$ cat config.mk
export PLATFORM = sky130hd
export DESIGN_NAME = sx_ripple_add
export DESIGN_NICKNAME = d
export VERILOG_FILES = /design/src/rtl/sx_ripple_add.sv
export SDC_FILE = /design/constraint.sdc
export NUM_CORES = 1
export LEC_CHECK = 0
export ABC_CLOCK_PERIOD_IN_PS = 3500
export BUFFER_PORTS_ARGS = -buffer_cell sky130_fd_sc_hd__buf_2
export CAP_MARGIN = 25
export CELL_PAD_IN_SITES_DETAIL_PLACEMENT = 1
export CELL_PAD_IN_SITES_GLOBAL_PLACEMENT = 2
export CORE_AREA = 2 2 39 41
export DETAILED_ROUTE_END_ITERATION = 16
export DIE_AREA = 0 0 41 43
export GPL_ROUTABILITY_DRIVEN = 0
export PLACE_DENSITY = 0.52
export SETUP_SLACK_MARGIN = 0.1
export SLEW_MARGIN = 20
export SYNTH_ARGS = -nofsm -noshare
export SYNTH_HDL_FRONTEND = slang
export SYNTH_SLANG_ARGS = --single-unit
$ cat constraint.sdc
create_clock -name vclk -period 3.5
set_input_delay 0.35 -clock vclk [all_inputs]
set_output_delay 0.35 -clock vclk [all_outputs]
set_load 0.01 [all_outputs]
$ cat src/rtl/sx_ripple_add.sv
module sx_ripple_add #(
  parameter int WA = 6,
  parameter int WB = 4,
  parameter bit SIGNED = 1'b1,
  localparam int N = (WA > WB) ? WA : WB
) (
  input  logic [WA-1:0] a,
  input  logic [WB-1:0] b,
  output logic [N:0]    sum
);

  logic [N-1:0] ae, be, cy;

  if (SIGNED) begin : g_sx
    assign ae = N'($signed(a));
    assign be = N'($signed(b));
  end else begin : g_zx
    assign ae = N'(a);
    assign be = N'(b);
  end

  for (genvar i = 0; i < N; i++) begin : g_cell
    if (i == 0) begin : g_half
      assign sum[0] = ae[0] ^ be[0];
      assign cy[0]  = ae[0] & be[0];
    end else begin : g_full
      logic p;
      assign p      = ae[i] ^ be[i];
      assign sum[i] = p ^ cy[i-1];
      assign cy[i]  = (ae[i] & be[i]) | (p & cy[i-1]);
    end
  end

  if (SIGNED) begin : g_top_s
    assign sum[N] = ae[N-1] ^ be[N-1] ^ cy[N-1];
  end else begin : g_top_u
    assign sum[N] = cy[N-1];
  end

endmodule


==> flow_metrics.py, run 1 <==
metrics = {
    "status": {
        "status": "finished clean",
    },
    "floorplanning": {
        "num_rows": 14,
        "dieArea_um2": 1763,
        "ios": 17,
        "start_util_pct": 10.40,
        "die_h_um": 43,
        "chipWidth_um": 41,
        "core_area_um2": 1384,
    },
    "sta": {
        "tightestPinTransition_ns": 0.1263,
        "fmax_mhz": 311.5,
        "fin_setup_tns_ns": 0,
        "setup_viol": 0,
        "slew_violations": 0,
        "maxSlewHeadroom_pct": 91.58,
        "hold_violations": 0,
        "fin_crit_sh_pct": 91.73,
        "rsz0062_at_grt": "false",
        "fin_hold_ws_ns": 1.001,
        "min_period_ns": 3.211,
    },
    "detailed_routing": {
        "drc": 0,
        "drtAntennaViolNets": 0,
        "route.met3.wl_um": 69,
        "highest_layer": "met3",
        "wire_per_inst_um": 9.302,
        "route.layer.met1.wl_um": 193,
        "via_per_inst": 3.209,
        "first_pass_iters": 1,
        "met2RoutedLength_um": 138,
        "drtIter0Drc": 0,
        "drt_wl_total_um": 400,
        "dr_total_vias": 138,
    },
    "job": {
        "maxCapViolations": 0,
    },
    "finish": {
        "clock_buffers": 0,
        "seqCellArea_um2": 0,
        "diodes": 0,
        "drive_gt1_share_pct": 62.96,
        "syn_to_final_growth_pct": 73.04,
        "multi_input_area_um2": 132.6,
        "nFillCells": 163,
        "flops_and_latches": 0,
        "nets": 46,
    },
    "clocking": {
        "ctsHoldBuffers": 0,
        "cts_resized": 0,
        "post-cts-setup-buffer-count": 0,
    },
    "power": {
        "internal-power_uw": 19.29,
        "p_sw_share_pct": 53.90,
        "p_seq_share_pct": 0,
        "power_switching_uw": 22.56,
        "pwr_density_cell_nw_per_um2": 168.1,
        "total_power_uw": 41.85,
        "irDropWorstVdd_mv": 0.04696,
        "power_frac_comb_pct": 100.0,
        "pwr-share-clk_pct": 0,
        "leakagePower_uw": 0.0001358,
    },
    "critical_path": {
        "worstPathMaxFanout": 2,
        "slowest_delay_ns": 0.50,
        "arrival_ns": 2.86,
        "crit_top_cell": "fa_1",
        "critPathKind": "in2out",
        "path_cells": "buf_2 -> ha_1 -> fa_1 -> fa_1 -> fa_1 -> fa_1 -> fa_1 -> buf_2",
        "endpoint_kind": "output pin",
        "startpoint": "a[0]",
        "start_kind": "input pin",
        "cpMaxStageDelayCell": "fa_1",
        "path_delay_family": "adder cells",
        "worst-path-buf-inv": 2,
        "required_ns": 3.15,
    },
    "grt": {
        "track_usage_pct": 4.949,
        "grt_overflow_total": 0,
        "grt_pass1_vias": 168,
        "grt_first_pass_wirelength_um": 634,
        "antenna_found_initial": 0,
        "grt_start_max_net_pins": 5,
    },
    "synth": {
        "synth_nets": 27,
        "synthesis.area_um2": 143.9,
        "synth_cell_types": 3,
        "yosysTopAreaCellShare_pct": 83.48,
        "ys.warnings.count": 0,
        "synth_top_area_cell": "fa_1",
        "synth_cells": 10,
        "synthTopCellsByArea": "fa_1, ha_1, inv_1",
        "avgSynthCellArea_um2": 14.39,
        "synth-seq-area-share_pct": 0,
    },
    "min_path": {
        "hold_path_startpoint": "b[0]",
        "holdPathEnd": "sum[0]",
        "worst_hold_path_type": "in2out",
        "holdPathStages": 3,
    },
    "placed_design": {
        "portBuffers": 17,
    },
}
[kinds of logic (layout without fill, tap and decap cells)]
family / count (synthesis) / after routing / synth area share [%]
fa+ha+maj: 7 / 7 / 92.18
buf+inv: 3 / 20 / 7.826
[synth_stat cells]
library cell	count
inv_1	3
fa_1	6
ha_1	1
[metal layers]
layer  up-vias  GRT usage (%)
li1         60              -
met1        61          8.197
met2        17          7.500
met3         0              0
met4         0              0
met5         -              0
[power by group through the flow]
stage | Sequential [uW] | Combinational, uW | Clock, uW
after global routing | 0 | 48.7 | 0
final | 0 | 41.8 | 0
after detailed placement | 0 | 43.7 | 0
after global placement | 0 | 42.1 | 0
after floorplan | 0 | 23.6 | 0
after CTS | 0 | 43.8 | 0
[metrics by stage]
stage / utilization [%] / setup slack (ns) / instance area, um^2 / cells
floorplan: - / 0.5279 / 143.9 / 10
global placement: 17.99 / 0.2889 / 249.0 / 43
detailed placement: 17.99 / 0.2651 / 249.0 / 43
CTS: 17.99 / 0.2651 / 249.0 / 43
global route: 17.99 / 0.2003 / 249.0 / 43
finish: 17.99 / 0.2894 / 249.0 / 43
[layout make-up]
class / instances / share of cell area (%)
timing repair buffer: 17 / 34.17
inverter: 3 / 4.523
multi-input combinational: 7 / 53.27
tap: 16 / 8.040
[how the worst max path moves through the flow]
stage | to | slack [ns] | depth (start not counted)
after floorplan | sum[5] | 0.53 | 6
after global placement | sum[5] | 0.29 | 8
after detailed placement | sum[5] | 0.27 | 8
after CTS | sum[5] | 0.27 | 8
after global routing | sum[5] | 0.20 | 8
final | sum[5] | 0.29 | 8
[placed cells by master, fill, tap and decap left out]
| master | Yosys | final |
|---|---|---|
| buf_2 | 0 | 17 |
| fa_1 | 6 | 6 |
| inv_1 | 3 | 3 |
| ha_1 | 1 | 1 |
Note: power is estimated with default switching activity, not from simulation.
==> inputs of run 2 (changes only) <==
==> constraint.sdc (replaced) <==
create_clock -name vclk -period 3.5
set_input_delay 0.7 -clock vclk [all_inputs]
set_output_delay 0.7 -clock vclk [all_outputs]
set_load 0.01 [all_outputs]
==> flow_metrics.py, run 2 (synthesis results as in run 1) <==
metrics = {
    "job": {
        "maxCapViolations": 0,
    },
    "placed_design": {
        "placed_area_um2": 274.0,
        "portBuffers": 17,
    },
    "floorplanning": {
        "chipWidth_um": 41,
        "num_rows": 14,
        "dieArea_um2": 1763,
        "core_area_um2": 1384,
        "die_h_um": 43,
        "start_util_pct": 10.40,
        "ios": 17,
    },
    "finish": {
        "seqCellArea_um2": 0,
        "layout_commonest_cell": "buf_2",
        "nets": 47,
        "syn_to_final_growth_pct": 115.7,
        "final_area_um2": 310.3,
        "diodes": 0,
        "flops_and_latches": 0,
        "drive_gt1_share_pct": 89.29,
        "layout_common_cells": "buf_2, fa_2, buf_6, inv_1",
        "clock_buffers": 0,
    },
    "detailed_routing": {
        "dr_total_vias": 149,
        "drtIter0Drc": 0,
        "drtAntennaViolNets": 0,
        "wire_per_inst_um": 10.98,
        "first_pass_iters": 1,
        "drt_wl_total_um": 483,
        "via_per_inst": 3.386,
        "drc": 0,
    },
    "sta": {
        "fin_hold_ws_ns": 1.698,
        "fmax_mhz": 269.3,
        "maxSlewHeadroom_pct": 92.09,
        "slew_violations": 0,
        "min_period_ns": 3.713,
        "hold_violations": 0,
        "tightestPinTransition_ns": 0.1186,
        "setup_viol": 2,
        "fin_crit_sh_pct": 106.1,
        "rsz0062_at_grt": "true",
        "setup_ws_ns": -0.2130,
        "fin_setup_tns_ns": -0.3767,
    },
    "min_path": {
        "hold_path_startpoint": "b[0]",
        "worst_hold_path_type": "in2out",
        "holdPathStages": 3,
    },
    "critical_path": {
        "worstPathMaxFanout": 2,
        "required_ns": 2.80,
        "startpoint": "a[0]",
        "arrival_ns": 3.01,
        "start_kind": "input pin",
        "critPathKind": "in2out",
        "endpoint_kind": "output pin",
    },
    "power": {
        "irDropWorstVdd_mv": 0.05868,
        "leakagePower_uw": 0.0001447,
        "total_power_uw": 55.69,
        "pwr_density_cell_nw_per_um2": 179.5,
    },
    "grt": {
        "grt_overflow_total": 0,
        "grt_first_pass_wirelength_um": 731,
        "track_usage_pct": 6.054,
        "grt_start_max_net_pins": 5,
        "grt_pass1_vias": 180,
        "antenna_found_initial": 0,
    },
    "status": {
        "violations": "setup timing",
        "status": "finished with violations",
    },
    "clocking": {
        "ctsHoldBuffers": 0,
    },
}
==> run 2: critical path, cell delays in order <==
cell,delay (ns)
buf_6,0.10
ha_4,0.14
fa_2,0.34
fa_2,0.34
fa_2,0.35
fa_2,0.39
fa_1,0.51
buf_2,0.13
==> run 2: path summary, 6_finish.rpt <==
path	end	slack, ns
min	sum[0]	1.70
max	sum[5]	-0.21
==> run 2: through the flow <==
| step | instances | util, % | worst slack [ns] |
|---|---|---|---|
| floorplan | 10 | - | -0.009133 |
| global placement | 43 | 19.80 | -0.2216 |
| detailed placement | 43 | 19.80 | -0.2719 |
| CTS | 44 | 21.97 | -0.2339 |
| global route | 44 | 22.42 | -0.2866 |
| finish | 44 | 22.42 | -0.2130 |
==> run 2: cell type report <==
| class | instances | area [um^2] |
|---|---|---|
| inverters | 3 | 11.26 |
| multi-input cells | 7 | 157.7 |
| fillers | 164 | 1074 |
| repair buffers | 18 | 121.4 |
| well taps | 16 | 20.02 |
==> run 2: routing by layer <==
layer  up-vias  GRT usage [%]  share of wire [%]
li1         62              -                  -
met1        70          5.882                 24
met2        17          12.50                 51
met3         0          1.047                 25
met4         0              0                  0
met5         -              0                  0
==> run 2: report_power, final <==
| part | switching [uW] | internal, uW |
|---|---|---|
| logic | 26.2 | 29.5 |
| clock network | 0 | 0 |
| registers | 0 | 0 |
==> run 2: timing repair <==
action / in CTS / in global routing
setup endpoints to repair: 2 / 3
pin swaps: 1 / 0
buffers inserted: 1 / 0
gates resized for setup: 4 / 1
gates cloned: 0 / 0
==> inputs of run 3 (changes only) <==
- ABC_CLOCK_PERIOD_IN_PS: 3500 -> 3400
- GPL_ROUTABILITY_DRIVEN: 0 -> default
- PLACE_DENSITY: 0.52 -> 0.54
- clock period: 3.5 -> 3.4 ns (I/O delays scaled with it)
==> flow_metrics.py, run 3 (synthesis results as in run 1) <==
metrics = {
    "critical_path": {
        "required_ns": 2.72,
        "start_kind": "input pin",
        "arrival_ns": 2.99,
        "endpoint_kind": "output pin",
        "critPathKind": "in2out",
        "worstPathMaxFanout": 2,
    },
    "detailed_routing": {
        "met2RoutedLength_um": 268,
        "drc": 0,
        "route.met3.wl_um": 122,
        "first_pass_iters": 4,
        "drtAntennaViolNets": 0,
        "wire_per_inst_um": 11.59,
        "dr_total_vias": 149,
        "drtIter0Drc": 1,
        "route.layer.met1.wl_um": 119,
        "highest_layer": "met3",
        "drt_wl_total_um": 510,
        "via_per_inst": 3.386,
    },
    "min_path": {
        "hold_path_startpoint": "b[0]",
        "holdPathEnd": "sum[0]",
        "holdPathStages": 3,
        "worst_hold_path_type": "in2out",
    },
    "floorplanning": {
        "start_util_pct": 10.40,
        "ios": 17,
        "die_h_um": 43,
        "num_rows": 14,
        "chipWidth_um": 41,
        "dieArea_um2": 1763,
        "core_area_um2": 1384,
    },
    "power": {
        "pwr_density_cell_nw_per_um2": 187.2,
        "irDropWorstVdd_mv": 0.06706,
        "leakagePower_uw": 0.0001447,
    },
    "grt": {
        "track_usage_pct": 5.752,
        "grt_start_max_net_pins": 5,
        "grt_pass1_vias": 187,
        "antenna_found_initial": 0,
        "grt_first_pass_wirelength_um": 690,
        "grt_overflow_total": 0,
    },
    "placed_design": {
        "dp_cells": 43,
        "gp_congestion": 0.5332,
        "portBuffers": 17,
        "placed_area_um2": 274.0,
    },
    "sta": {
        "fmax_mhz": 272.3,
        "maxSlewHeadroom_pct": 92.14,
        "fin_crit_sh_pct": 108.0,
        "tightestPinTransition_ns": 0.1178,
        "rsz0062_at_grt": "true",
        "fin_setup_tns_ns": -0.5127,
        "slew_violations": 0,
        "min_period_ns": 3.673,
        "setup_viol": 2,
        "hold_violations": 0,
        "setup_ws_ns": -0.2725,
    },
    "clocking": {
        "ctsHoldBuffers": 0,
    },
    "finish": {
        "final_area_um2": 310.3,
        "utilization_pct": 22.42,
        "drive_gt1_share_pct": 89.29,
        "seqCellArea_um2": 0,
        "layout_commonest_cell": "buf_2",
        "fin_cells": 44,
        "diodes": 0,
        "flops_and_latches": 0,
        "clock_buffers": 0,
        "nFillCells": 164,
        "nets": 47,
        "syn_to_final_growth_pct": 115.7,
        "layout_common_cells": "buf_2, fa_2, buf_6, inv_1",
    },
    "status": {
        "status": "finished with violations",
        "violations": "setup timing",
    },
    "job": {
        "maxCapViolations": 0,
    },
}
[run 3: cell counts in the layout (fill, tap and decap cells not counted)]
Identical to the previous run, type by type.
[run 3: final cells by class]
class | count | area, um^2 | share of cell area [%]
inverter | 3 | 11.26 | 3.629
multi-input combinational | 7 | 157.7 | 50.81
tap | 16 | 20.02 | 6.452
timing repair buffer | 18 | 121.4 | 39.11
[run 3: per-layer routing]
metal	global-route usage (%)	vias to the layer above
met2	12.50	17
met5	0	-
met4	0	0
met1	3.922	70
li1	-	62
met3	2.618	0
[run 3: power by group]
group	internal (uW)	total (uW)	switching [uW]	leakage, uW
Clock	0	0	0	0
Combinational	30.5	58.1	27.6	0.000145
Sequential	0	0	0	0
[run 3: how the worst max path moves through the flow]
stage | startpoint | to | depth (start not counted)
after global routing | a[0] | sum[5] | 8
after global placement | a[0] | sum[5] | 8
final | a[0] | sum[5] | 8
after detailed placement | a[0] | sum[5] | 8
after floorplan | a[0] | sum[5] | 6
after CTS | a[0] | sum[5] | 8
[run 3: stage by stage]
step | hold slack, ns | power, uW | worst slack, ns
3_5_place_dp | 1.704 | 50.65 | -0.3353
6_report | 1.666 | 58.09 | -0.2725
4_1_cts | 1.671 | 59.97 | -0.2948
2_1_floorplan | 1.472 | 28.68 | -0.06913
3_3_place_gp | 1.691 | 46.16 | -0.2824
5_1_grt | 1.679 | 64.79 | -0.3221
[run 3: what timing repair did]
| item | in CTS | in global routing |
|---|---|---|
| buffers inserted | 1 | 0 |
| resized for setup | 5 | 0 |
| pin swaps | 1 | 0 |
| endpoints found under the setup margin | 3 | 3 |
[run 3: critical path, cell delays in order]
cell and delay [ns]:
buf_6 0.10, ha_4 0.15, fa_2 0.34, fa_2 0.35
fa_2 0.35, fa_2 0.39, fa_1 0.51, buf_2 0.13
